[src/rtl/gpio_irq_bank.sv]
module gpio_irq_bank #(
  parameter int NPINS = 32,
  parameter int AW    = 6
) (
  input  logic             clk,
  input  logic             rst_n,
  input  logic             bus_we,
  input  logic             bus_re,
  input  logic [AW-1:0]    bus_addr,
  input  logic [NPINS-1:0] bus_wdata,
  output logic [NPINS-1:0] bus_rdata,
  input  logic [NPINS-1:0] pad_in,
  output logic [NPINS-1:0] pad_o,
  output logic [NPINS-1:0] pad_oe,
  output logic             irq
);
  localparam int IW = AW - 2;
  localparam logic [IW-1:0] R_DOUT  = IW'(0);
  localparam logic [IW-1:0] R_OE    = IW'(1);
  localparam logic [IW-1:0] R_DIN   = IW'(2);
  localparam logic [IW-1:0] R_ROUTE = IW'(3);
  localparam logic [IW-1:0] R_IEN   = IW'(4);
  localparam logic [IW-1:0] R_KIND  = IW'(5);
  localparam logic [IW-1:0] R_SENSE = IW'(6);
  localparam logic [IW-1:0] R_STAT  = IW'(7);
  localparam logic [1:0] V_PUT = 2'd0;
  localparam logic [1:0] V_OR  = 2'd1;
  localparam logic [1:0] V_CLR = 2'd2;

  logic [NPINS-1:0] dout_q, oe_q, route_q, ien_q, kind_q, sense_q, stat_q;
  logic [NPINS-1:0] sy1, sy2, sy_prev;
  logic [NPINS-1:0] evt, stat_clr;

  wire [IW-1:0] idx  = bus_addr[AW-1:2];
  wire [1:0]    view = bus_addr[1:0];

  function automatic logic [NPINS-1:0] apply(input logic [NPINS-1:0] cur,
                                             input logic [1:0] v,
                                             input logic [NPINS-1:0] w);
    case (v)
      V_PUT:   return w;
      V_OR:    return cur | w;
      V_CLR:   return cur & ~w;
      default: return cur;
    endcase
  endfunction

  always_ff @(posedge clk or negedge rst_n) begin
    if (!rst_n) begin
      dout_q <= '0; oe_q <= '0; route_q <= '0;
      ien_q  <= '0; kind_q <= '0; sense_q <= '0;
    end else if (bus_we) begin
      case (idx)
        R_DOUT:  dout_q  <= apply(dout_q,  view, bus_wdata);
        R_OE:    oe_q    <= apply(oe_q,    view, bus_wdata);
        R_ROUTE: route_q <= apply(route_q, view, bus_wdata);
        R_IEN:   ien_q   <= apply(ien_q,   view, bus_wdata);
        R_KIND:  kind_q  <= apply(kind_q,  view, bus_wdata);
        R_SENSE: sense_q <= apply(sense_q, view, bus_wdata);
        default: ;
      endcase
    end
  end

  always_ff @(posedge clk or negedge rst_n) begin
    if (!rst_n) begin
      sy1 <= '0; sy2 <= '0; sy_prev <= '0;
    end else begin
      sy1 <= pad_in; sy2 <= sy1; sy_prev <= sy2;
    end
  end

  wire [NPINS-1:0] rise     = sy2 & ~sy_prev;
  wire [NPINS-1:0] fall     = ~sy2 & sy_prev;
  wire [NPINS-1:0] lvl_hit  = ~(sy2 ^ sense_q);
  wire [NPINS-1:0] edge_hit = (rise & sense_q) | (fall & ~sense_q);
  assign evt = route_q & ((kind_q & lvl_hit) | (~kind_q & edge_hit));

  assign stat_clr = (bus_we && idx == R_STAT && view == V_CLR) ? bus_wdata : '0;

  always_ff @(posedge clk or negedge rst_n) begin
    if (!rst_n) stat_q <= '0;
    else        stat_q <= (stat_q & ~stat_clr) | evt;
  end

  always_ff @(posedge clk or negedge rst_n) begin
    if (!rst_n) bus_rdata <= '0;
    else if (bus_re) begin
      case (idx)
        R_DOUT:  bus_rdata <= dout_q;
        R_OE:    bus_rdata <= oe_q;
        R_DIN:   bus_rdata <= sy2;
        R_ROUTE: bus_rdata <= route_q;
        R_IEN:   bus_rdata <= ien_q;
        R_KIND:  bus_rdata <= kind_q;
        R_SENSE: bus_rdata <= sense_q;
        R_STAT:  bus_rdata <= stat_q;
        default: bus_rdata <= '0;
      endcase
    end
  end

  assign pad_oe = oe_q;
  assign pad_o  = dout_q & oe_q;
  assign irq    = |(stat_q & ien_q);

  assert_oe_put_R3: assert property (@(posedge clk) disable iff (!rst_n)
    (bus_we && idx == R_OE && view == V_PUT) |=> (pad_oe == $past(bus_wdata)));

  assert_sticky_R7: assert property (@(posedge clk) disable iff (!rst_n)
    !(bus_we && idx == R_STAT && view == V_CLR) |=> ((stat_q & $past(stat_q)) == $past(stat_q)));

  assert_unrouted_quiet_R6: assert property (@(posedge clk) disable iff (!rst_n)
    1'b1 |=> ((stat_q & ~$past(stat_q) & ~$past(route_q)) == '0));

  assert_event_wins_R8: assert property (@(posedge clk) disable iff (!rst_n)
    1'b1 |=> ((stat_q & $past(evt)) == $past(evt)));

  assert_irq_off_when_masked_R9: assert property (@(posedge clk) disable iff (!rst_n)
    (ien_q == '0) |-> !irq);
endmodule

[config.mk]
export PLATFORM = sky130hd
export DESIGN_NAME = gpio_irq_bank
export DESIGN_NICKNAME = d
export VERILOG_FILES = /design/src/rtl/gpio_irq_bank.sv
export SDC_FILE = /design/constraint.sdc
export NUM_CORES = 1
export LEC_CHECK = 0
export BUFFER_PORTS_ARGS = -buffer_cell sky130_fd_sc_hd__buf_2
export CAP_MARGIN = 20
export CORE_MARGIN = 2
export CORE_UTILIZATION = 35
export DETAILED_ROUTE_END_ITERATION = 12
export SETUP_SLACK_MARGIN = 0.3
export SYNTH_ARGS = -nofsm -noshare
export SYNTH_HDL_FRONTEND = slang
export SYNTH_SLANG_ARGS = --single-unit
[constraint.sdc]
create_clock -name clk -period 2.64 [get_ports clk]
set_clock_uncertainty 0.15 [all_clocks]
set_input_delay 0 -clock clk [delete_from_list [all_inputs] [get_ports clk]]
set_output_delay 0 -clock clk [all_outputs]
set_load 0.005 [all_outputs]
==> results by group, run 1 <==
Run status
  – Status: completed

Yosys
  – Ys flop type: dfrtp_1
  – Synth area leader: dfrtp_1
  – Largest cells by area after synthesis: dfrtp_1 59%, a21oi_1 13%, a22oi_1 7.2%, a22o_1 1.9%, xnor2_1 1.9%
  – Syn nets: 1,431
  – Sequential-to-total area share from yosys stat: 58.8%
  – Count of different cell masters after synthesis: 33
  – Post-synth ARST share: 100%
  – Flops & latches, synth: 352
  – Avg Inst Size Synth: 11.1 sq um
  – Syn Inst Count: 1,354
  – Post-synth EDFFs: 0
  – Synth warn: 0
  – Mapped Area: 0.0150 sq mm
  – Commonest cells in the netlist: 384 x a21oi_1, 352 x dfrtp_1, 144 x a22oi_1, 36 x nand4_1, 35 x inv_1
  – Most frequent cell after synthesis: a21oi_1
  – Yosys top cell area share: 58.8%

STA
  – Final setup TNS: 0 ns
  – Worst-margin pin slew: 0.699 ns
  – Final Hold Fails: 0
  – Minimum clock period after layout: 2.31 ns
  – Max-slew headroom: 53.2%
  – Fmax: 432 MHz
  – Setup violators final: 0
  – RSZ-0062 raised after global routing: false
  – Max Slew Vio Count: 0
  – Final worst slack: 0.326 ns
  – Fin crit share: 87.7%

Layout
  – Area delta synth->final: 25.0%
  – Cell Count, Final, Fillers Out: 2,179
  – Fillcell total: 3,943
  – Share of layout cells above drive strength 1: 17.0%
  – Nets: 1,689

GRT
  – Initial antenna violation count: 2
  – Gr ovfl total: 0
  – First-pass GRT wire length: 73,700 microns
  – GRT Resource Usage Total: 21.5%
  – Pin count of the biggest net entering global routing: 80
  – Vias in the first global route: 12,302

Critical path
  – Worst setup path class: reg2out
  – Crit Path Max Fanout: 3
  – Crit end category: output port
  – Startpoint Class: flip-flop
  – Slowest CP cell: or4_1
  – Worst path top cell family by delay: simple AND/OR/NAND/NOR gates
  – CP bufs+invs: 1
  – CP required: 2.49 ns
  – Crit-path cells: a22oi_1 -> nand4_1 -> or4_1 -> buf_2
  – Crit path largest cell delay: 0.63 ns
  – Data arrival, critical path: 2.16 ns

Routing
  – Vias per cell: 5.60
  – DR WL/cell: 21.6 microns
  – Final WL: 47,100 microns
  – Drc violations: 0
  – ANT nets after route: 0
  – Number of DRC markers in iteration 0: 1,151
  – Via count: 12,194
  – First drt pass iteration count: 6

Clock tree
  – CTS max path bufs: 3
  – Root Buffer: clkbuf_16
  – H-tree levels: 2
  – Post-CTS setup buffer count: 0
  – Worst skew pair latency: 0.53 ns
  – Clock sink total: 352
  – CTS tree: done
  – Num CTS Buffers: 39
  – Clk slew on worst S/H paths: 0.06 ns

Min path
  – Worst min path class: in2reg

Place
  – Placed insts: 2,008
  – Port Buffers: 170
  – Post-Place Worst Slack: 0.644 ns
  – Placer Congestion: 0.837
  – Post-detail-place hpwl: 31,000 microns

Floorplan
  – Total core area: 0.0421 sq mm
  – Die Ht: 211 microns
  – DIE AREA: 0.0445 sq mm
  – Initial core utilization: 35.6%
  – Die Wd: 211 microns
  – Row cnt: 75
  – # IOs: 171

Pwr
  – LEAKAGE: 8.27 nW
  – Power Density: 806 mW/mm^2
  – Maximum vdd ir drop: 390 uV

Job
  – Max-cap violations: 0
[worst register-to-register path: cells and delay by family, from the launching register on]
kind / cells / cell delay [ns]
AO/OA/AOI/OAI: 2 / 0.44
flip-flops: 1 / 0.43
AND/OR/NAND/NOR: 1 / 0.18
[state kept, by name (all words and copies together) (netlist names)]
register   count
sense_q       32
bus_rdata     32
dout_q        32
sy1           32
ien_q         32
kind_q        32
pad_oe        32
route_q       32
sy_prev       32
stat_q        32
sy2           32
[routing by layer]
layer	global-route usage [%]	vias up	share of wire (%)
li1	-	5576	-
met1	30.2	6073	44
met2	34.2	460	46
met3	3.78	83	7.3
met4	6.41	2	2.4
met5	0	-	0.025
[layout make-up]
type | count | area, sq um | share of cell area, %
diodes | 1 | 2.50 | 0.0134
clock buffers | 63 | 1180 | 6.29
clock inverters | 5 | 77.6 | 0.414
inverters | 35 | 131 | 0.701
multi-input cells | 873 | 5570 | 29.7
flip-flops and latches | 352 | 8810 | 47.0
well taps | 539 | 674 | 3.60
repair buffers | 311 | 2290 | 12.2
[layout by cell type, fill, tap and decap left out, types with 35 or more instances in the layout]
| master | instances |
|---|---|
| dlygate4sd3_1 | 101 |
| nand4_1 | 36 |
| a22oi_1 | 141 |
| inv_1 | 35 |
| clkbuf_16 | 41 |
| buf_2 | 169 |
| dfrtp_1 | 352 |
| a21oi_1 | 384 |
[cell families (layout without fill, tap and decap cells)]
group	Yosys count	in the layout	synth area share, %
AOI/OAI and AO/OA	688	688	27.8
xor gates and xnor gates	64	64	3.74
adders and majority gates	3	3	0.250
buffers and inverters	129	414	4.54
DFF	352	352	58.8
other	0	1	0
and+or+nand+nor	118	118	4.94
[path summary, 6_finish.rpt]
check | from | to | slack (ns) | depth (start not counted)
max | ien_q[9]$_DFFE_PN0P_ | irq | 0.33 | 4
min | bus_addr[5] | bus_rdata[12]$_DFFE_PN0P_ | 0.07 | 4
max reg2reg | dout_q[28]$_DFFE_PN0P_ | bus_rdata[28]$_DFFE_PN0P_ | 1.34 | 3
min reg2reg | sy1[15]$_DFF_PN0_ | sy2[15]$_DFF_PN0_ | 0.20 | 0
max in group asynchronous | rst_n | sense_q[20]$_DFFE_PN0P_ | 1.43 | 4
min in group asynchronous | rst_n | sy1[10]$_DFF_PN0_ | 0.49 | 4
[report_power, final]
part	switching [mW]	internal, mW	total, mW
Clock	2.12	3.24	5.36
Combinational	1.29	1.18	2.47
Sequential	0.970	6.31	7.28
[stage by stage]
step / area (sq um) / utilization, % / power (mW) / hold slack, ns
6_report: 18700 / 44.5 / 15.1 / 0.0662
2_1_floorplan: 15000 / - / 8.50 / -0.446
4_1_cts: 18700 / 44.4 / 15.2 / 0.0458
5_1_grt: 18700 / 44.5 / 15.9 / 0.0740
3_3_place_gp: 16400 / 38.9 / 9.60 / -0.176
3_5_place_dp: 16400 / 39.0 / 9.68 / -0.175
[repair_timing]
action | CTS | global route
hold endpoints to repair | 621 | 0
resized for setup | 2 | 1
setup endpoints to repair | 1 | 1
hold buffers | 102 | 0
pin swaps | 0 | 0
No activity file was read; power rests on OpenSTA's default activity.
==> run 2, diff against run 1 <==
--- a/config.mk
+++ b/config.mk
@@ -10,6 +10,7 @@
 export CORE_MARGIN = 2
 export CORE_UTILIZATION = 35
 export DETAILED_ROUTE_END_ITERATION = 12
+export GPL_TIMING_DRIVEN = 0
 export SETUP_SLACK_MARGIN = 0.3
 export SYNTH_ARGS = -nofsm -noshare
 export SYNTH_HDL_FRONTEND = slang
==> results by group, run 2 (same netlist as run 1, synthesis figures left out) <==
Routing
  – Post-Route M1 WL: 22,800 microns (+9.6%)
  – Number of DRC markers in iteration 0: 1,358 (+18%)
  – First drt pass iteration count: 7 (+1)
  – ANT nets after route: 0 (unchanged)
  – Max Used Layer: met4
  – Drc violations: 0 (unchanged)
  – Final WL: 53,000 microns (+12%)
  – Via count: 13,066 (+7.2%)
  – DR WL/cell: 23.7 microns (+9.5%)
  – Metal3 WL: 4330 microns (+25%)
  – Routed length on met2: 24,400 microns (+12%)
  – Vias per cell: 5.84 (+4.3%)

GRT
  – Pin count of the biggest net entering global routing: 119 (+49%)
  – GRT Resource Usage Total: 24.0% (+2.5 points)
  – First-pass GRT wire length: 80,800 microns (+9.6%)
  – Gr ovfl total: 0 (unchanged)
  – Initial antenna violation count: 1 (-1)
  – Vias in the first global route: 13,089 (+6.4%)

Pwr
  – Maximum vdd ir drop: 389 uV (-0.27%)
  – LEAKAGE: 8.49 nW (+2.7%)
  – Total Power: 15.5 mW (+2.5%)
  – Power Density: 814 mW/mm^2 (+1.0%)

Floorplan
  – DIE AREA: 0.0445 sq mm (unchanged)
  – Row cnt: 75 (unchanged)
  – Die Wd: 211 microns (unchanged)
  – Die Ht: 211 microns (unchanged)
  – Initial core utilization: 35.6% (unchanged)
  – # IOs: 171 (unchanged)
  – Total core area: 0.0421 sq mm (unchanged)

Clock tree
  – Clock sink total: 352 (unchanged)
  – Clk slew on worst S/H paths: 0.06 ns (about the same)
  – Num CTS Buffers: 41 (+5.1%)
  – CTS max path bufs: 3 (unchanged)
  – Post-CTS setup buffer count: 0 (unchanged)
  – Worst skew pair latency: 0.55 ns (+0.02 ns)
  – CTS tree: done
  – H-tree levels: 2 (unchanged)
  – Root Buffer: clkbuf_16

STA
  – RSZ-0062 raised after global routing: false
  – Fin crit share: 87.3% (-0.32 points)
  – Fmax: 434 MHz (+0.37%)
  – Final setup TNS: 0 ns (unchanged)
  – Max Slew Vio Count: 0 (unchanged)
  – Final Hold Fails: 0 (unchanged)
  – Max-slew headroom: 35.6% (-18 points)
  – Setup violators final: 0 (unchanged)
  – Worst-margin pin slew: 0.963 ns (+0.264 ns)
  – Minimum clock period after layout: 2.31 ns (-0.00856 ns)

Place
  – Placer Congestion: 0.897 (+7.2%)
  – Cell Area, Placed: 0.0166 sq mm (+1.1%)
  – Post-detail-place hpwl: 34,800 microns (+12%)
  – Placed insts: 2,065 (+2.8%)
  – Port Buffers: 169 (-0.59%)

Layout
  – Most common cell after layout, fill and taps aside: a21oi_1
  – End-of-flow core utilization: 45.1% (+0.65 points)
  – Nets: 1,748 (+3.5%)
  – Fillcell total: 4,052 (+2.8%)
  – Area delta synth->final: 26.8%
  – Post-Layout Inst Area: 0.0190 sq mm (+1.5%)
  – Cell Count, Final, Fillers Out: 2,239 (+2.8%)
  – Most frequent cells in the layout: 384 x a21oi_1, 351 x dfrtp_1, 199 x buf_2, 141 x a22oi_1, 101 x dlygate4sd3_1
  – Share of layout cells above drive strength 1: 17.9% (+0.87 points)

Min path
  – Worst min path class: in2reg

Critical path
  – CP required: 2.49 ns (about the same)
  – Worst setup path class: reg2out
  – Startpoint Class: flip-flop
  – Crit end category: output port
  – Data arrival, critical path: 2.16 ns (about the same)
  – Crit Path Max Fanout: 3 (unchanged)

Run status
  – Status: completed

Job
  – Max-cap violations: 0 (unchanged)
==> run 2: cell types whose count changed in the layout (fill, tap and decap cells not counted), sizes merged <==
cell and delta:
clkinvlp -1, inv +1, clkbuf +31, buf +23, bufinv +1, clkinv +5
==> run 2: area by class of cell <==
| class | instances | area [sq um] | share of cell area (%) |
|---|---|---|---|
| repair buffers | 274 | 1980 | 10.4 |
| inverters | 35 | 131 | 0.691 |
| well taps | 539 | 674 | 3.55 |
| multi-input cells | 873 | 5520 | 29.1 |
| diodes | 1 | 2.50 | 0.0132 |
| plain buffers | 94 | 549 | 2.89 |
| clock buffers | 60 | 1210 | 6.35 |
| clock inverters | 11 | 134 | 0.704 |
| flip-flops and latches | 352 | 8810 | 46.3 |
==> run 2: report_power, final <==
group / internal [mW] / switching (mW)
clock network: 3.45 / 2.22
registers: 6.31 / 0.987
logic: 1.18 / 1.34
total: 10.9 / 4.54
==> run 2: repair_timing <==
item                       CTS  global route
hold buffers               102             0
resized for setup            3             2
setup endpoints to repair    1             1
hold endpoints to repair   611             0
==> run 2: metrics by stage <==
| step | setup slack, ns | hold WS, ns |
|---|---|---|
| floorplan | 1.16 | -0.446 |
| global placement | -5.54 | -0.0422 |
| detailed placement | 0.287 | -0.174 |
| CTS | 0.344 | 0.112 |
| global route | 0.309 | 0.160 |
| finish | 0.334 | 0.150 |
==> run 2: final timing paths <==
path	end	slack (ns)	cells past startpoint	startpoint
setup / recovery	irq	0.33	4	stat_q[25]$_DFF_PN0_
hold / removal	bus_rdata[30]$_DFFE_PN0P_	0.15	5	bus_addr[2]
setup reg to reg	bus_rdata[1]$_DFFE_PN0P_	1.22	3	stat_q[1]$_DFF_PN0_
hold reg to reg	sy2[2]$_DFF_PN0_	0.20	0	sy1[2]$_DFF_PN0_
max in group asynchronous	dout_q[29]$_DFFE_PN0P_	1.31	4	rst_n
min in group asynchronous	sy1[3]$_DFF_PN0_	0.46	4	rst_n
==> run 2: critical path, cell delays in order (launching register included) <==
cell and delay [ns]:
dfrtp_1 0.44, a22oi_1 0.31, nand4_1 0.15, or4_4 0.56
buf_2 0.15
==> run 2: layer usage <==
layer | global-route usage, % | up-vias
li1 | - | 5706
met1 | 33.4 | 6631
met2 | 37.3 | 623
met3 | 5.25 | 106
met4 | 8.04 | 0
met5 | 0 | -
==> run 3, diff against run 2 <==
--- a/config.mk
+++ b/config.mk
@@ -11,6 +11,7 @@
 export CORE_UTILIZATION = 35
 export DETAILED_ROUTE_END_ITERATION = 12
 export GPL_TIMING_DRIVEN = 0
+export PLACE_DENSITY = 0.52
 export SETUP_SLACK_MARGIN = 0.3
 export SYNTH_ARGS = -nofsm -noshare
 export SYNTH_HDL_FRONTEND = slang
==> results by group, run 3 (same netlist as run 1, synthesis figures left out) <==
Pwr
  – Maximum vdd ir drop: 466 uV (+20%)
  – LEAKAGE: 8.48 nW (-0.17%)
  – Power Density: 810 mW/mm^2 (-0.48%)

Critical path
  – Data arrival, critical path: 2.18 ns (+0.02 ns)
  – Crit-path cells: a22oi_2 -> nand4_1 -> or4_4 -> buf_2
  – Startpoint Class: flip-flop
  – CP required: 2.49 ns (about the same)
  – Crit end category: output port
  – Slowest CP cell: or4_4
  – Crit path largest cell delay: 0.60 ns (+0.04 ns)
  – Crit Path Max Fanout: 3 (unchanged)
  – Worst setup path class: reg2out

STA
  – Final Hold Fails: 0 (unchanged)
  – Minimum clock period after layout: 2.33 ns (+0.0202 ns)
  – Worst-margin pin slew: 0.962 ns (-0.000439 ns)
  – Final worst slack: 0.314 ns (-0.0202 ns)
  – RSZ-0062 raised after global routing: false
  – Fin crit share: 88.1% (+0.77 points)
  – Setup violators final: 0 (unchanged)
  – Max Slew Vio Count: 0 (unchanged)
  – Fmax: 430 MHz (-0.87%)
  – Max-slew headroom: 35.7% (about the same)

Routing
  – Number of DRC markers in iteration 0: 1,171 (-14%)
  – Via count: 12,816 (-1.9%)
  – Vias per cell: 5.71 (-2.2%)
  – DR WL/cell: 24.5 microns (+3.5%)
  – Drc violations: 0 (unchanged)
  – Final WL: 55,000 microns (+3.8%)
  – First drt pass iteration count: 5 (-2)
  – ANT nets after route: 0 (unchanged)

Layout
  – Post-Layout Inst Area: 0.0190 sq mm (about the same)
  – Area of the multi-input gates: 0.00553 sq mm (about the same)
  – Most common cell after layout, fill and taps aside: a21oi_1
  – Share of layout cells above drive strength 1: 18.1% (+0.23 points)
  – Nets: 1,750 (+0.11%)
  – Register area: 0.00881 sq mm (unchanged)
  – Most frequent cells in the layout: 384 x a21oi_1, 351 x dfrtp_1, 199 x buf_2, 140 x a22oi_1, 101 x dlygate4sd3_1
  – Area delta synth->final: 26.8% (about the same)
  – Fillcell total: 4,012 (-0.99%)

Place
  – Placer Congestion: 0.866 (-3.4%)
  – Cell Area, Placed: 0.0166 sq mm (unchanged)
  – Post-detail-place hpwl: 35,500 microns (+2.0%)
  – Port Buffers: 169 (unchanged)
  – Post-Place Worst Slack: 0.264 ns (-0.0221 ns)

GRT
  – GRT Resource Usage Total: 24.8% (+0.80 points)
  – Vias in the first global route: 12,821 (-2.0%)
  – Gr ovfl total: 0 (unchanged)
  – Pin count of the biggest net entering global routing: 118 (-0.84%)
  – First-pass GRT wire length: 82,200 microns (+1.7%)
  – Initial antenna violation count: 2 (+1)

Clock tree
  – Clock sink total: 352 (unchanged)
  – CTS tree: done
  – Root Buffer: clkbuf_16
  – Num CTS Buffers: 41 (unchanged)
  – CTS max path bufs: 3 (unchanged)
  – Clk slew on worst S/H paths: 0.07 ns (about the same)
  – H-tree levels: 2 (unchanged)
  – Worst skew pair latency: 0.58 ns (+0.03 ns)

Floorplan
  – Row cnt: 75 (unchanged)
  – Die Wd: 211 microns (unchanged)
  – Die Ht: 211 microns (unchanged)
  – Initial core utilization: 35.6% (unchanged)
  – DIE AREA: 0.0445 sq mm (unchanged)
  – Total core area: 0.0421 sq mm (unchanged)
  – # IOs: 171 (unchanged)

Job
  – Max-cap violations: 0 (unchanged)

Run status
  – Status: completed

Min path
  – Worst min path class: in2reg
[run 3: final timing paths]
| kind | startpoint | to | slack (ns) | cells after the start |
|---|---|---|---|---|
| min in group asynchronous | rst_n | sy1[1]$_DFF_PN0_ | 0.41 | 4 |
| worst max register to register | sy2[18]$_DFF_PN0_ | bus_rdata[18]$_DFFE_PN0P_ | 1.24 | 3 |
| max in group asynchronous | rst_n | ien_q[9]$_DFFE_PN0P_ | 0.97 | 5 |
| worst min-delay path | bus_addr[2] | bus_rdata[31]$_DFFE_PN0P_ | 0.10 | 5 |
| worst min register to register | sy1[30]$_DFF_PN0_ | sy2[30]$_DFF_PN0_ | 0.20 | 0 |
| worst max-delay path | ien_q[18]$_DFFE_PN0P_ | irq | 0.31 | 4 |
[run 3: per-stage QoR]
step	hold slack (ns)	TNS, ns	std cells	util (%)	power [mW]
4_1_cts	0.0752	0	2242	45.1	15.5
3_3_place_gp	-0.0416	-2018.41	2062	39.2	9.64
6_report	0.100	0	2246	45.1	15.4
5_1_grt	0.127	0	2246	45.1	16.1
3_5_place_dp	-0.199	0	2065	39.4	9.70
2_1_floorplan	-0.446	0	1354	-	8.50
[run 3: layout make-up]
| class | count | area share [%] |
|---|---|---|
| flip-flops and latches | 352 | 46.3 |
| multi-input cells | 873 | 29.1 |
| repair buffers | 276 | 10.5 |
| clock buffers | 65 | 6.61 |
| well taps | 539 | 3.55 |
| plain buffers | 94 | 2.89 |
| inverters | 35 | 0.691 |
| clock inverters | 10 | 0.355 |
| diodes | 2 | 0.0263 |
[run 3: critical path, delay by kind of cell (launching register included)]
kind	cells	cell delay, ns
buffers and inverters	1	0.15
DFF	1	0.41
and+or+nand+nor	2	0.78
AOI/OAI and AO/OA	1	0.24
[run 3: timing repair]
| item | 4_1_cts | 5_1_grt |
|---|---|---|
| pin swaps | 0 | 4 |
| resized for setup | 4 | 2 |
| setup endpoints to repair | 1 | 1 |
| setup buffers | 0 | 2 |
| endpoints found under the hold margin | 494 | 0 |
| hold buffers | 102 | 0 |
[run 3: routing by layer]
metal  track usage [%]  up-vias  part of all wire [%]
met3              4.92      113                   8.0
met4              9.23        0                   3.4
met5                 0        -                     0
met2              38.1      546                    45
met1              34.8     6448                    43
li1                  -     5709                     -
[run 3: power breakdown]
part,internal (mW),switching (mW)
sequential,6.31,0.967
combinational,1.19,1.34
clock,3.27,2.33
total,10.8,4.64
